--- config.mk ---
export PLATFORM = sky130hd
export DESIGN_NAME = link_bringup_seq
export DESIGN_NICKNAME = d
export VERILOG_FILES = /design/src/rtl/lbs_pkg.sv /design/src/rtl/lbs_rep_count.sv /design/src/rtl/lbs_id_decode.sv /design/src/rtl/lbs_event.sv /design/src/rtl/link_bringup_seq.sv
export SDC_FILE = /design/constraint.sdc
export NUM_CORES = 1
export LEC_CHECK = 0
export CAP_MARGIN = 20
export CORE_ASPECT_RATIO = 0.6
export CORE_MARGIN = 2
export CORE_UTILIZATION = 30
export DETAILED_ROUTE_END_ITERATION = 10
export DONT_BUFFER_PORTS = 1
export HOLD_SLACK_MARGIN = 0.08
export PLACE_DENSITY = 0.54
export SKIP_CTS_REPAIR_TIMING = 1
export SKIP_LAST_GASP = 1
export SYNTH_ARGS = -nofsm -noshare
export SYNTH_HDL_FRONTEND = slang
export SYNTH_SLANG_ARGS = --single-unit
--- constraint.sdc ---
create_clock -name clk -period 6.9 [get_ports clk]
set_input_delay 1.38 -clock clk [delete_from_list [all_inputs] [get_ports clk]]
set_output_delay 1.38 -clock clk [all_outputs]
set_load 0.01 [all_outputs]
--- src/rtl/lbs_pkg.sv ---
// Package: phase encoding and per-phase constants for the link bring-up sequencer.
// Assumes phases are visited strictly in declaration order.
package lbs_pkg;

    typedef enum logic [2:0] {
        PH_RESET, PH_SYNC, PH_LEARN, PH_CONFIRM, PH_CHECK, PH_IDREQ, PH_LINKED
    } phase_t;

    localparam int CODE_W = 4;

    // Parameter code sent in each phase
    function automatic logic [CODE_W-1:0] phase_code(phase_t p);
        case (p)
            PH_RESET:   return 4'd1;
            PH_SYNC:    return 4'd2;
            PH_LEARN:   return 4'd3;
            PH_CONFIRM: return 4'd4;
            PH_CHECK:   return 4'd5;
            PH_IDREQ:   return 4'd6;
            default:    return 4'd0;
        endcase
    endfunction

    // Successor phase; the linked phase is terminal
    function automatic phase_t next_phase(phase_t p);
        case (p)
            PH_RESET:   return PH_SYNC;
            PH_SYNC:    return PH_LEARN;
            PH_LEARN:   return PH_CONFIRM;
            PH_CONFIRM: return PH_CHECK;
            PH_CHECK:   return PH_IDREQ;
            default:    return PH_LINKED;
        endcase
    endfunction

    // Phases whose frames must pass the pattern compare
    function automatic logic needs_pattern(phase_t p);
        return (p == PH_LEARN) || (p == PH_CONFIRM) || (p == PH_CHECK);
    endfunction

endpackage

--- src/rtl/lbs_rep_count.sv ---
// Repetition counter: counts accepted frames within a phase and flags the last one.
// Assumes limit >= 1 and that clear is raised when the phase changes.
module lbs_rep_count #(
    parameter int W = 5
) (
    input  logic         clk,
    input  logic         rst_n,
    input  logic         clear,
    input  logic         step,
    input  logic [W-1:0] limit,
    output logic         last
);
    logic [W-1:0] cnt;

    // Count frames, restart at phase boundaries
    always_ff @(posedge clk) begin
        if (!rst_n || clear) cnt <= '0;
        else if (step)       cnt <= cnt + 1'b1;
    end

    // Current frame is the final repetition
    always_comb last = (cnt == limit - 1'b1);
endmodule

--- src/rtl/lbs_id_decode.sv ---
// Identity decoder: checks the byte-mirrored reply layout and derives bit counts and mask.
// Assumes MASK_W fits in BIT_W bits.
module lbs_id_decode #(
    parameter int BIT_W  = 8,
    parameter int MASK_W = 40
) (
    input  logic [39:0]       id_word,
    input  logic [BIT_W-1:0]  mt_bits,
    output logic              id_ok,
    output logic [23:0]       id_field,
    output logic [BIT_W-1:0]  acc_n,
    output logic [BIT_W-1:0]  st_n,
    output logic [MASK_W-1:0] mask
);
    logic [BIT_W-1:0] total;
    logic [BIT_W-1:0] shamt;

    // Mirror check: outer byte pairs and middle nibbles must match
    always_comb begin
        id_ok = (id_word[7:0]   == id_word[31:24]) &&
                (id_word[15:8]  == id_word[39:32]) &&
                (id_word[19:16] == id_word[23:20]);
        id_field = id_word[23:0];
    end

    // Bit counts and position mask from the identity field
    always_comb begin
        acc_n = BIT_W'(id_field[3:0]) + BIT_W'(8);
        st_n  = BIT_W'(id_field[9:4]) + acc_n - mt_bits;
        total = st_n + mt_bits;
        shamt = BIT_W'(MASK_W) - total;
        if (total >= BIT_W'(MASK_W)) mask = '1;
        else                         mask = {MASK_W{1'b1}} >> shamt;
    end
endmodule

--- src/rtl/lbs_event.sv ---
// Restart bookkeeping: reset counter, sticky protocol-reset event and gated interrupt pulse.
// Assumes fail is a single-cycle pulse.
module lbs_event #(
    parameter int CNT_W = 8
) (
    input  logic             clk,
    input  logic             rst_n,
    input  logic             fail,
    input  logic             irq_en,
    input  logic             event_clr,
    output logic [CNT_W-1:0] rst_count,
    output logic             prst_event,
    output logic             irq
);
    // Count restarts, hold the event until cleared, pulse the interrupt
    always_ff @(posedge clk) begin
        if (!rst_n) begin
            rst_count  <= '0;
            prst_event <= 1'b0;
            irq        <= 1'b0;
        end else begin
            irq <= fail & irq_en;
            if (fail) begin
                rst_count  <= rst_count + 1'b1;
                prst_event <= 1'b1;
            end else if (event_clr) begin
                prst_event <= 1'b0;
            end
        end
    end
endmodule

--- src/rtl/link_bringup_seq.sv ---
// Link bring-up sequencer: steps through reset, sync, learn, confirm, check and identity
// phases, commits delay and identity, and restarts on any failed frame.
// Assumes tx_done is a one-cycle strobe with res_pass/res_delay/id_word valid alongside it.
module link_bringup_seq
    import lbs_pkg::*;
#(
    parameter int N_RESET   = 2,
    parameter int N_SYNC    = 16,
    parameter int N_LEARN   = 9,
    parameter int N_CONFIRM = 9,
    parameter int N_CHECK   = 16,
    parameter int DLY_W     = 8,
    parameter int CNT_W     = 8,
    parameter int BIT_W     = 8,
    parameter int MASK_W    = 40,
    parameter int QM_INIT   = 8
) (
    input  logic              clk,
    input  logic              rst_n,
    output logic              tx_req,
    output logic [3:0]        tx_code,
    input  logic              tx_done,
    input  logic              res_pass,
    input  logic [DLY_W-1:0]  res_delay,
    input  logic [39:0]       id_word,
    input  logic [BIT_W-1:0]  mt_bits,
    input  logic              irq_en,
    input  logic              event_clr,
    output logic              link_up,
    output logic              drive_sync,
    output logic [3:0]        qm_level,
    output logic [CNT_W-1:0]  rst_count,
    output logic              prst_event,
    output logic              irq,
    output logic [DLY_W-1:0]  delay_reg,
    output logic [23:0]       enc_id,
    output logic [BIT_W-1:0]  acc_bits,
    output logic [BIT_W-1:0]  st_bits,
    output logic [MASK_W-1:0] pos_mask
);
    localparam int MAX_A = (N_RESET > N_SYNC) ? N_RESET : N_SYNC;
    localparam int MAX_B = (N_LEARN > N_CONFIRM) ? N_LEARN : N_CONFIRM;
    localparam int MAX_C = (MAX_A > MAX_B) ? MAX_A : MAX_B;
    localparam int MAX_N = (MAX_C > N_CHECK) ? MAX_C : N_CHECK;
    localparam int REP_W = $clog2(MAX_N + 1);

    phase_t            phase;
    logic [REP_W-1:0]  limit;
    logic              last;
    logic              frame_ev;
    logic              fail;
    logic [DLY_W-1:0]  delay_meas;
    logic              id_ok;
    logic [23:0]       id_field;
    logic [BIT_W-1:0]  acc_n;
    logic [BIT_W-1:0]  st_n;
    logic [MASK_W-1:0] mask_n;

    // Repetition limit of the current phase
    always_comb begin
        case (phase)
            PH_RESET:   limit = REP_W'(N_RESET);
            PH_SYNC:    limit = REP_W'(N_SYNC);
            PH_LEARN:   limit = REP_W'(N_LEARN);
            PH_CONFIRM: limit = REP_W'(N_CONFIRM);
            PH_CHECK:   limit = REP_W'(N_CHECK);
            default:    limit = REP_W'(1);
        endcase
    end

    // Frame completion and failure qualification
    always_comb begin
        frame_ev = tx_done && (phase != PH_LINKED);
        fail     = frame_ev && ((needs_pattern(phase) && !res_pass) ||
                                ((phase == PH_IDREQ) && !id_ok));
        tx_req   = (phase != PH_LINKED);
        tx_code  = phase_code(phase);
    end

    lbs_rep_count #(.W(REP_W)) i_rep (
        .clk   (clk),
        .rst_n (rst_n),
        .clear (frame_ev && (fail || last)),
        .step  (frame_ev && !fail && !last),
        .limit (limit),
        .last  (last)
    );

    lbs_id_decode #(.BIT_W(BIT_W), .MASK_W(MASK_W)) i_id (
        .id_word  (id_word),
        .mt_bits  (mt_bits),
        .id_ok    (id_ok),
        .id_field (id_field),
        .acc_n    (acc_n),
        .st_n     (st_n),
        .mask     (mask_n)
    );

    lbs_event #(.CNT_W(CNT_W)) i_evt (
        .clk        (clk),
        .rst_n      (rst_n),
        .fail       (fail),
        .irq_en     (irq_en),
        .event_clr  (event_clr),
        .rst_count  (rst_count),
        .prst_event (prst_event),
        .irq        (irq)
    );

    // Phase register: advance after the last repetition, restart on failure
    always_ff @(posedge clk) begin
        if (!rst_n || fail)          phase <= PH_RESET;
        else if (frame_ev && last)   phase <= next_phase(phase);
    end

    // Delay capture during learn and commit after the final line check
    always_ff @(posedge clk) begin
        if (!rst_n) begin
            delay_meas <= '0;
            delay_reg  <= '0;
        end else begin
            if (frame_ev && phase == PH_LEARN && res_pass)
                delay_meas <= res_delay;
            if (frame_ev && phase == PH_CHECK && last && res_pass)
                delay_reg <= delay_meas;
        end
    end

    // Identity store and link flags
    always_ff @(posedge clk) begin
        if (!rst_n) begin
            enc_id     <= '0;
            acc_bits   <= '0;
            st_bits    <= '0;
            pos_mask   <= '0;
            link_up    <= 1'b0;
            drive_sync <= 1'b0;
            qm_level   <= 4'(QM_INIT);
        end else if (fail) begin
            link_up    <= 1'b0;
            drive_sync <= 1'b0;
            qm_level   <= 4'(QM_INIT);
        end else if (frame_ev && phase == PH_IDREQ) begin
            enc_id     <= id_field;
            acc_bits   <= acc_n;
            st_bits    <= st_n;
            pos_mask   <= mask_n;
            link_up    <= 1'b1;
            drive_sync <= 1'b1;
            qm_level   <= 4'(QM_INIT);
        end
    end
endmodule

==> flow_metrics.py, run 1 <==
metrics = {
    "layout": {
        "area_growth_pct": 8.01,
        "design_area_mm2": 0.00629,
        "largest_registers": "pos_mask (40), enc_id (24)",
        "n_fill_cell": 2002,
        "layout-drive-gt1-share": 0.0890,
        "final_common_cell": "nor2_1",
        "largest_reg_flops": 40,
        "final_cell_mix": "nor2_1, dfxtp_1, mux2i_1, inv_1, nand2_1",
        "regMostFlops": "pos_mask",
        "diodes": 0,
        "nets": 735,
    },
    "setup_path": {
        "worstPathRequired_ns": 7.17,
        "path_buf_inv": 3,
        "critPathSlowestCell": "fa_1",
        "regToRegSetupSlack_ns": 3.63,
        "r2r-start": "phase[2]",
        "path_max_fanout": 13,
        "slowest_delay_ns": 0.53,
        "crit_family": "compound AO/OA/AOI/OAI gates",
        "reg2reg_depth": 11,
        "timing_worst_setup_path_type": "in2reg",
        "critical_path_arrival_ns": 5.78,
        "endpoint_kind": "flip-flop",
        "cpMostUsedCell": "inv_1",
        "timing.rr.end": "delay_reg[4]",
        "cp-startpoint": "id_word[1]",
        "worst_setup_path_start_kind": "input pin",
        "cp_cell_sequence": "inv_1 > fa_1 > inv_1 > fa_1 > a21o_1 > a21oi_1 > o21bai_1 > a21oi_1 > xnor2_1 > ha_1 > inv_1 > or3_2 > o211a_1 > a211oi_2 > or2_1 > o21ai_0 > a2111oi_2",
    },
    "sta": {
        "rsz0062_at_grt": "no",
        "tightestPinTransition_ns": 0.969,
        "period_share": 0.799,
        "fin_ws_ns": 1.39,
        "finalClockSkew_ns": 0.0147,
        "fmax_mhz": 181,
        "fin_setup_tns_ns": 0,
        "finalMaxSlewViolations": 0,
        "hold_viol_final": 0,
        "setup_viol": 0,
        "holdWs_ns": 0.505,
        "relSlewSlack": 0.352,
        "period_needed_ns": 5.51,
    },
    "synthesis": {
        "syn_area_mm2": 0.00583,
        "yosysWarnings": 0,
        "synthCells": 663,
        "syn_area_per_cell_um2": 8.79,
        "yosys_most_used_dff": "dfxtp_1",
        "synthTopCellsByArea": "dfxtp_1, mux2i_1, nor2_1",
        "synth_seq_cells": 108,
        "netlist.area_leader.share": 0.371,
        "synth_area_leader_cell": "dfxtp_1",
        "synth_edf_count": 0,
        "synth_cell_types": 77,
        "yosysSeqAreaShare": 0.371,
        "async_flop_share": 0,
    },
    "routing": {
        "routed_wl_um": 16600,
        "drt_first_pass_iters": 5,
        "drt-vias-per-instance": 5.04,
        "detail_route.wl_per_cell_um": 18.5,
        "final_antenna_net_count": 0,
        "drc_errors": 0,
        "vias": 4529,
        "drt_iter0_drc": 352,
    },
    "global_route": {
        "gr-total-overflow": 0,
        "grtUsageTotal": 0.166,
        "grt_pass1_vias": 4322,
        "antenna_found_initial": 0,
        "grt_max_degree": 70,
        "grt_pass1_wl_um": 26000,
    },
    "power": {
        "pwr-share-seq": 0.312,
        "ir_worst_vdd_mv": 0.132,
        "p_sw_w": 0.000875,
        "clkPwrFrac": 0.257,
        "combinationalPowerShare": 0.431,
        "switching_share": 0.423,
        "power.internal_w": 0.00119,
        "total_power_w": 0.00207,
        "leakagePower_nw": 2.36,
        "power_density_mw_per_mm2": 329,
    },
    "worst_hold_path": {
        "min_from": "delay_meas[5]",
        "hold_end": "delay_reg[5]",
        "holdPathStages": 2,
        "hold_class": "reg2reg",
    },
    "floorplanning": {
        "dieArea_mm2": 0.0206,
        "fp.dieW_um": 184,
        "initial_core_util": 0.306,
        "ioPinCount": 171,
        "core_area_mm2": 0.0190,
        "rows": 39,
        "die_h_um": 112,
    },
    "job": {
        "cap_violations": 0,
    },
    "place": {
        "preCtsSetupSlack_ns": 1.03,
        "dp_hpwl_um": 12600,
        "placed_area_mm2": 0.00599,
        "portBuffers": 0,
        "gp_congestion": 0.852,
    },
    "cts": {
        "cts_buffers": 9,
        "cts-root-buf": "clkbuf_16",
        "clk_path_buf_depth": 2,
        "clock_sinks": 108,
        "cts-htree-levels": 3,
        "clk_pin_slew_ns": 0.08,
        "cts_tree": "done",
        "clk_latency_ns": 0.37,
    },
    "outcome": {
        "outcome": "finished clean",
    },
}
## power by group through the flow
stage	combinational (W)	sequential (W)	clock, W
2_1_floorplan	0.000683	0.000653	0
3_3_place_gp	0.000880	0.000661	0
3_5_place_dp	0.000877	0.000661	0
4_1_cts	0.000881	0.000646	0.000554
5_1_grt	0.000985	0.000649	0.000577
6_report	0.000892	0.000647	0.000531
## Yosys cell counts (all sizes together), types with 16 or more instances
cell   number
ha         20
mux2i      51
a21oi      32
nand2      32
nand3      16
nor3       20
xor2       30
buf        24
dfxtp     108
nor2      113
inv        35
o21ai      33
## stage by stage
stage | util | std cells
finish | 0.331 | 898
global route | 0.331 | 898
CTS | 0.331 | 898
detailed placement | 0.315 | 882
global placement | 0.315 | 882
floorplan | - | 669
## cells by family after synthesis
group / share of synthesized area
other: 0.00129
multiplexers: 0.0876
flip-flops: 0.371
AO/OA/AOI/OAI: 0.151
adder cells (fa/ha/maj): 0.0635
buffers and inverters: 0.0616
XOR/XNOR: 0.0769
AND/OR/NAND/NOR: 0.187
## worst reg2reg max path, cell delays in order (launching register included)
cell	delay (ns)
dfxtp_1	0.65
and2_1	0.23
nor2_1	0.05
ha_1	0.28
and2_1	0.18
o21ai_0	0.20
and4_1	0.21
o21ai_0	0.13
nor2_1	0.45
nand4_2	0.42
mux2i_1	0.28
nor2_1	0.05
## final cells by class
| type | count | area (um2) | share of cell area |
|---|---|---|---|
| inverters | 36 | 135 | 0.0215 |
| well taps | 246 | 308 | 0.0489 |
| clock buffers | 9 | 225 | 0.0358 |
| multi-input cells | 485 | 3330 | 0.530 |
| repair buffers | 7 | 52.6 | 0.00835 |
| flip-flops and latches | 108 | 2160 | 0.343 |
| clock inverters | 7 | 77.6 | 0.0123 |
## worst max path at each step
stage | slack [ns] | endpoint | cells past startpoint
final | 1.39 | pos_mask[26] | 17
after global routing | 1.03 | pos_mask[26] | 17
after CTS | 1.41 | pos_mask[26] | 17
after detailed placement | 1.03 | pos_mask[26] | 17
after global placement | 1.09 | pos_mask[26] | 17
after floorplan | 1.62 | pos_mask[35] | 17
## routing by layer
layer  part of all wire  track usage  vias up
li1                   -            -     2249
met1               0.50        0.241     2075
met2               0.39        0.222      191
met3               0.11       0.0746       14
met4             0.0099       0.0405        0
met5                  0            0        -
Note: power is estimated with default switching activity, not from simulation.
==> inputs of run 2 (changes only) <==
Clock period 6.9 ns to 5.5 ns, I/O delays scaled along.
==> run 2 against run 1 <==
Via count grew 2.0%. Total power is 29% higher. First-iteration DRC count fell by 14%. Final cell count up 1.2%. Clock power increased by 27%. Die area unchanged. Sequential share of layout area fell by 0.49 points. Clock skew up 0.0041 ns. Count of clock-buffer cells in the layout stayed put. Critical path type unchanged.
==> flow_metrics.py, run 2 (synthesized netlist as in run 1, its figures left out) <==
metrics = {
    "power": {
        "p_sw_w": 0.00112,
        "pwr-share-seq": 0.304,
        "leakagePower_nw": 2.42,
        "total_power_w": 0.00266,
        "combinationalPowerShare": 0.443,
        "switching_share": 0.420,
        "power_density_mw_per_mm2": 417,
        "power.internal_w": 0.00154,
        "ir_worst_vdd_mv": 0.185,
        "clkPwrFrac": 0.252,
    },
    "sta": {
        "period_needed_ns": 5.07,
        "holdWs_ns": 0.499,
        "fmax_mhz": 197,
        "setup_viol": 0,
        "finalMaxSlewViolations": 0,
        "finalClockSkew_ns": 0.0188,
        "rsz0062_at_grt": "no",
        "fin_setup_tns_ns": 0,
        "period_share": 0.922,
        "tightestPinTransition_ns": 1.04,
        "relSlewSlack": 0.302,
        "hold_viol_final": 0,
    },
    "setup_path": {
        "path_max_fanout": 9,
        "timing_worst_setup_path_type": "in2reg",
        "worst_setup_path_start_kind": "input pin",
        "crit_family": "compound AO/OA/AOI/OAI gates",
        "critical_path_arrival_ns": 5.31,
        "cp_cell_sequence": "inv_1 > fa_1 > inv_1 > fa_1 > a21o_1 > a21oi_1 > o21bai_1 > a21oi_1 > xnor2_1 > ha_1 > inv_1 > or3_2 > o211a_1 > a211oi_2 > or2_1 > a21oi_2 > buf_4 > a2111oi_1",
        "endpoint_kind": "flip-flop",
        "path_buf_inv": 4,
        "slowest_delay_ns": 0.52,
        "critPathSlowestCell": "fa_1",
        "worstPathRequired_ns": 5.74,
        "cpMostUsedCell": "inv_1",
    },
    "place": {
        "gp_congestion": 0.802,
        "dp_hpwl_um": 12700,
        "portBuffers": 0,
    },
    "cts": {
        "cts-root-buf": "clkbuf_16",
        "cts-htree-levels": 3,
        "clk_pin_slew_ns": 0.08,
        "clk_latency_ns": 0.37,
        "cts_tree": "done",
        "cts_buffers": 9,
        "clock_sinks": 108,
        "clk_path_buf_depth": 2,
    },
    "layout": {
        "n_fill_cell": 1994,
        "diodes": 0,
        "largest_reg_flops": 40,
        "largest_registers": "pos_mask (40), enc_id (24)",
        "multi_input_area_mm2": 0.00333,
        "regMostFlops": "pos_mask",
        "regArea_mm2": 0.00216,
        "final_cell_mix": "nor2_1, dfxtp_1, mux2i_1, inv_1, nand2_1",
        "nets": 746,
        "final_common_cell": "nor2_1",
        "area_growth_pct": 9.57,
        "layout-drive-gt1-share": 0.104,
    },
    "floorplanning": {
        "initial_core_util": 0.306,
        "ioPinCount": 171,
        "fp.dieW_um": 184,
        "dieArea_mm2": 0.0206,
        "die_h_um": 112,
        "rows": 39,
        "core_area_mm2": 0.0190,
    },
    "routing": {
        "detail_route.wl_per_cell_um": 18.2,
        "drc_errors": 0,
        "drt_iter0_drc": 304,
        "routed_wl_um": 16500,
        "drt_first_pass_iters": 4,
        "vias": 4620,
        "final_antenna_net_count": 0,
        "drt-vias-per-instance": 5.08,
    },
    "worst_hold_path": {
        "hold_class": "reg2reg",
    },
    "global_route": {
        "grt_pass1_vias": 4341,
        "antenna_found_initial": 0,
        "grt_max_degree": 53,
        "gr-total-overflow": 0,
        "grtUsageTotal": 0.164,
        "grt_pass1_wl_um": 25800,
    },
    "outcome": {
        "outcome": "finished clean",
    },
    "job": {
        "cap_violations": 0,
    },
}
## run 2: power groups by stage
stage,clock network (W),registers [W],logic (W)
4_1_cts,0.000695,0.000811,0.00116
3_3_place_gp,0,0.000830,0.00117
5_1_grt,0.000729,0.000814,0.00130
3_5_place_dp,0,0.000830,0.00115
2_1_floorplan,0,0.000819,0.000857
6_report,0.000673,0.000811,0.00118
## run 2: worst paths after layout
check                     start            end  slack (ns)  cells after the start
hold / removal    delay_meas[5]  delay_meas[5]        0.50                      2
setup reg to reg       phase[2]   delay_reg[6]        2.18                     11
setup / recovery     id_word[1]   pos_mask[27]        0.43                     18
hold reg to reg   delay_meas[5]  delay_meas[5]        0.50                      2
## run 2: worst register-to-register path, delay by kind of cell (launching register included)
family	cells	cell delay (ns)
AND/OR/NAND/NOR	7	1.60
flip-flops	1	0.68
AO/OA/AOI/OAI	2	0.35
multiplexers	1	0.28
adder cells (fa/ha/maj)	1	0.27
## run 2: area by class of cell
cell class,count,area share
multi-input cells,485,0.522
flip-flops and latches,108,0.339
well taps,246,0.0482
clock buffers,9,0.0353
repair buffers,18,0.0212
inverters,36,0.0212
clock inverters,7,0.0135
## run 2: stage by stage
step	instance area, um2	instances	utilization	setup WS, ns
2_1_floorplan	5850	669	-	0.498
3_3_place_gp	6070	893	0.319	0.189
3_5_place_dp	6070	893	0.319	0.0783
4_1_cts	6390	909	0.336	0.428
5_1_grt	6390	909	0.336	0.0884
6_report	6390	909	0.336	0.431
## run 2: routing by layer
metal | track usage | wire, um
met1 | 0.239 | 8240
met2 | 0.220 | 6520
met3 | 0.0720 | 1620
met4 | 0.0368 | 161
met5 | 0 | 0
==> inputs of run 3 (changes only) <==
Settings changed: CORE_UTILIZATION 30 to 60, PLACE_DENSITY 0.54 to 0.86.
==> run 3 against run 2 <==
Maximum frequency down 3.9%. Final cell count shrank 13%. Design area down 3.1%. Total power shrank 1.6%. Routed wire length shrank 9.4%. Global-route usage is 12 points higher. Sequential cell count unchanged. Sequential share of layout area is 1.1 points higher. Largest cell class unchanged.
==> flow_metrics.py, run 3 (synthesized netlist as in run 1, its figures left out) <==
metrics = {
    "layout": {
        "largest_registers": "pos_mask (40), enc_id (24)",
        "final_common_cell": "nor2_1",
        "largest_reg_flops": 40,
        "diodes": 0,
        "area_growth_pct": 6.23,
        "design_area_mm2": 0.00619,
        "final_cells": 788,
        "layout-drive-gt1-share": 0.102,
        "final_cell_mix": "nor2_1, dfxtp_1, mux2i_1, inv_1, nand2_1",
        "utilization": 0.666,
        "nets": 741,
        "regMostFlops": "pos_mask",
    },
    "job": {
        "cap_violations": 0,
    },
    "routing": {
        "drt_first_pass_iters": 7,
        "vias": 4966,
        "routed_wl_um": 15000,
        "detail_route.wl_per_cell_um": 19.0,
        "drc_errors": 0,
        "final_antenna_net_count": 0,
        "drt_iter0_drc": 642,
        "drt-vias-per-instance": 6.30,
    },
    "sta": {
        "period_share": 0.959,
        "finalClockSkew_ns": 0.00953,
        "holdWs_ns": 0.504,
        "fmax_mhz": 190,
        "fin_setup_tns_ns": 0,
        "period_needed_ns": 5.28,
        "setup_viol": 0,
        "tightestPinTransition_ns": 0.974,
        "hold_viol_final": 0,
        "relSlewSlack": 0.348,
        "finalMaxSlewViolations": 0,
    },
    "place": {
        "dp_hpwl_um": 11300,
        "portBuffers": 0,
        "gp_congestion": 0.967,
        "place_inst": 770,
        "placed_area_mm2": 0.00588,
    },
    "setup_path": {
        "worst_setup_path_start_kind": "input pin",
        "path_max_fanout": 7,
        "timing_worst_setup_path_type": "in2reg",
        "critical_path_arrival_ns": 5.51,
        "worstPathRequired_ns": 5.73,
        "endpoint_kind": "flip-flop",
    },
    "outcome": {
        "outcome": "finished clean",
    },
    "floorplanning": {
        "core_area_mm2": 0.00929,
        "fp.dieW_um": 131,
        "dieArea_mm2": 0.0105,
        "die_h_um": 80.3,
        "rows": 27,
        "ioPinCount": 171,
        "initial_core_util": 0.627,
    },
    "power": {
        "ir_worst_vdd_mv": 0.280,
        "power_density_mw_per_mm2": 424,
        "leakagePower_nw": 2.39,
    },
    "cts": {
        "clk_latency_ns": 0.35,
        "clk_path_buf_depth": 2,
        "cts_tree": "done",
        "clk_pin_slew_ns": 0.08,
        "cts-root-buf": "clkbuf_16",
        "clock_sinks": 108,
        "cts_buffers": 9,
        "cts-htree-levels": 3,
    },
    "global_route": {
        "grt_max_degree": 46,
        "grt_pass1_vias": 4869,
        "grtUsageTotal": 0.287,
        "antenna_found_initial": 0,
        "grt_pass1_wl_um": 24200,
        "gr-total-overflow": 0,
    },
    "worst_hold_path": {
        "hold_class": "reg2reg",
    },
}
-- run 3: through the flow --
stage	worst slack [ns]	total power (W)
after floorplan	0.498	0.00168
final	0.225	0.00262
after CTS	0.245	0.00255
after global routing	-0.0664	0.00275
after global placement	0.186	0.00187
after detailed placement	-0.0443	0.00192
-- run 3: cell type report --
type,instances,area [um2]
flip-flops and latches,108,2160
inverters,36,135
fillers,699,3100
well taps,130,163
multi-input cells,485,3350
clock buffers,10,229
clock inverters,6,56.3
repair buffers,13,97.6
-- run 3: path summary, 6_finish.rpt --
check	from	to	slack, ns	cells after the start
max	id_word[1]	pos_mask[26]	0.22	17
min	delay_meas[4]	delay_meas[4]	0.50	2
max reg2reg	phase[2]	delay_reg[7]	2.32	11
min reg2reg	delay_meas[4]	delay_meas[4]	0.50	2
-- run 3: report_power, final --
part / switching (W) / internal (W)
sequential: 0.0000200 / 0.000791
clock: 0.000305 / 0.000317
combinational: 0.000758 / 0.000432
-- run 3: critical path, cell delays in order --
cell	delay (ns)
inv_1	0.03
fa_1	0.52
inv_1	0.07
fa_1	0.46
a21o_1	0.20
a21oi_1	0.25
o21bai_1	0.10
a21oi_1	0.21
xnor2_1	0.12
ha_1	0.36
inv_1	0.11
or3_2	0.49
o211a_1	0.32
a211oi_2	0.33
or2_4	0.24
o21ai_0	0.16
a2111oi_2	0.42
-- run 3: per-layer routing --
metal / routed length (um) / track usage / vias to the layer above
met1: 6230 / 0.351 / 2368
met5: 0 / 0 / -
met3: 1550 / 0.0985 / 41
li1: - / - / 2281
met4: 320 / 0.0891 / 0
met2: 6890 / 0.483 / 276
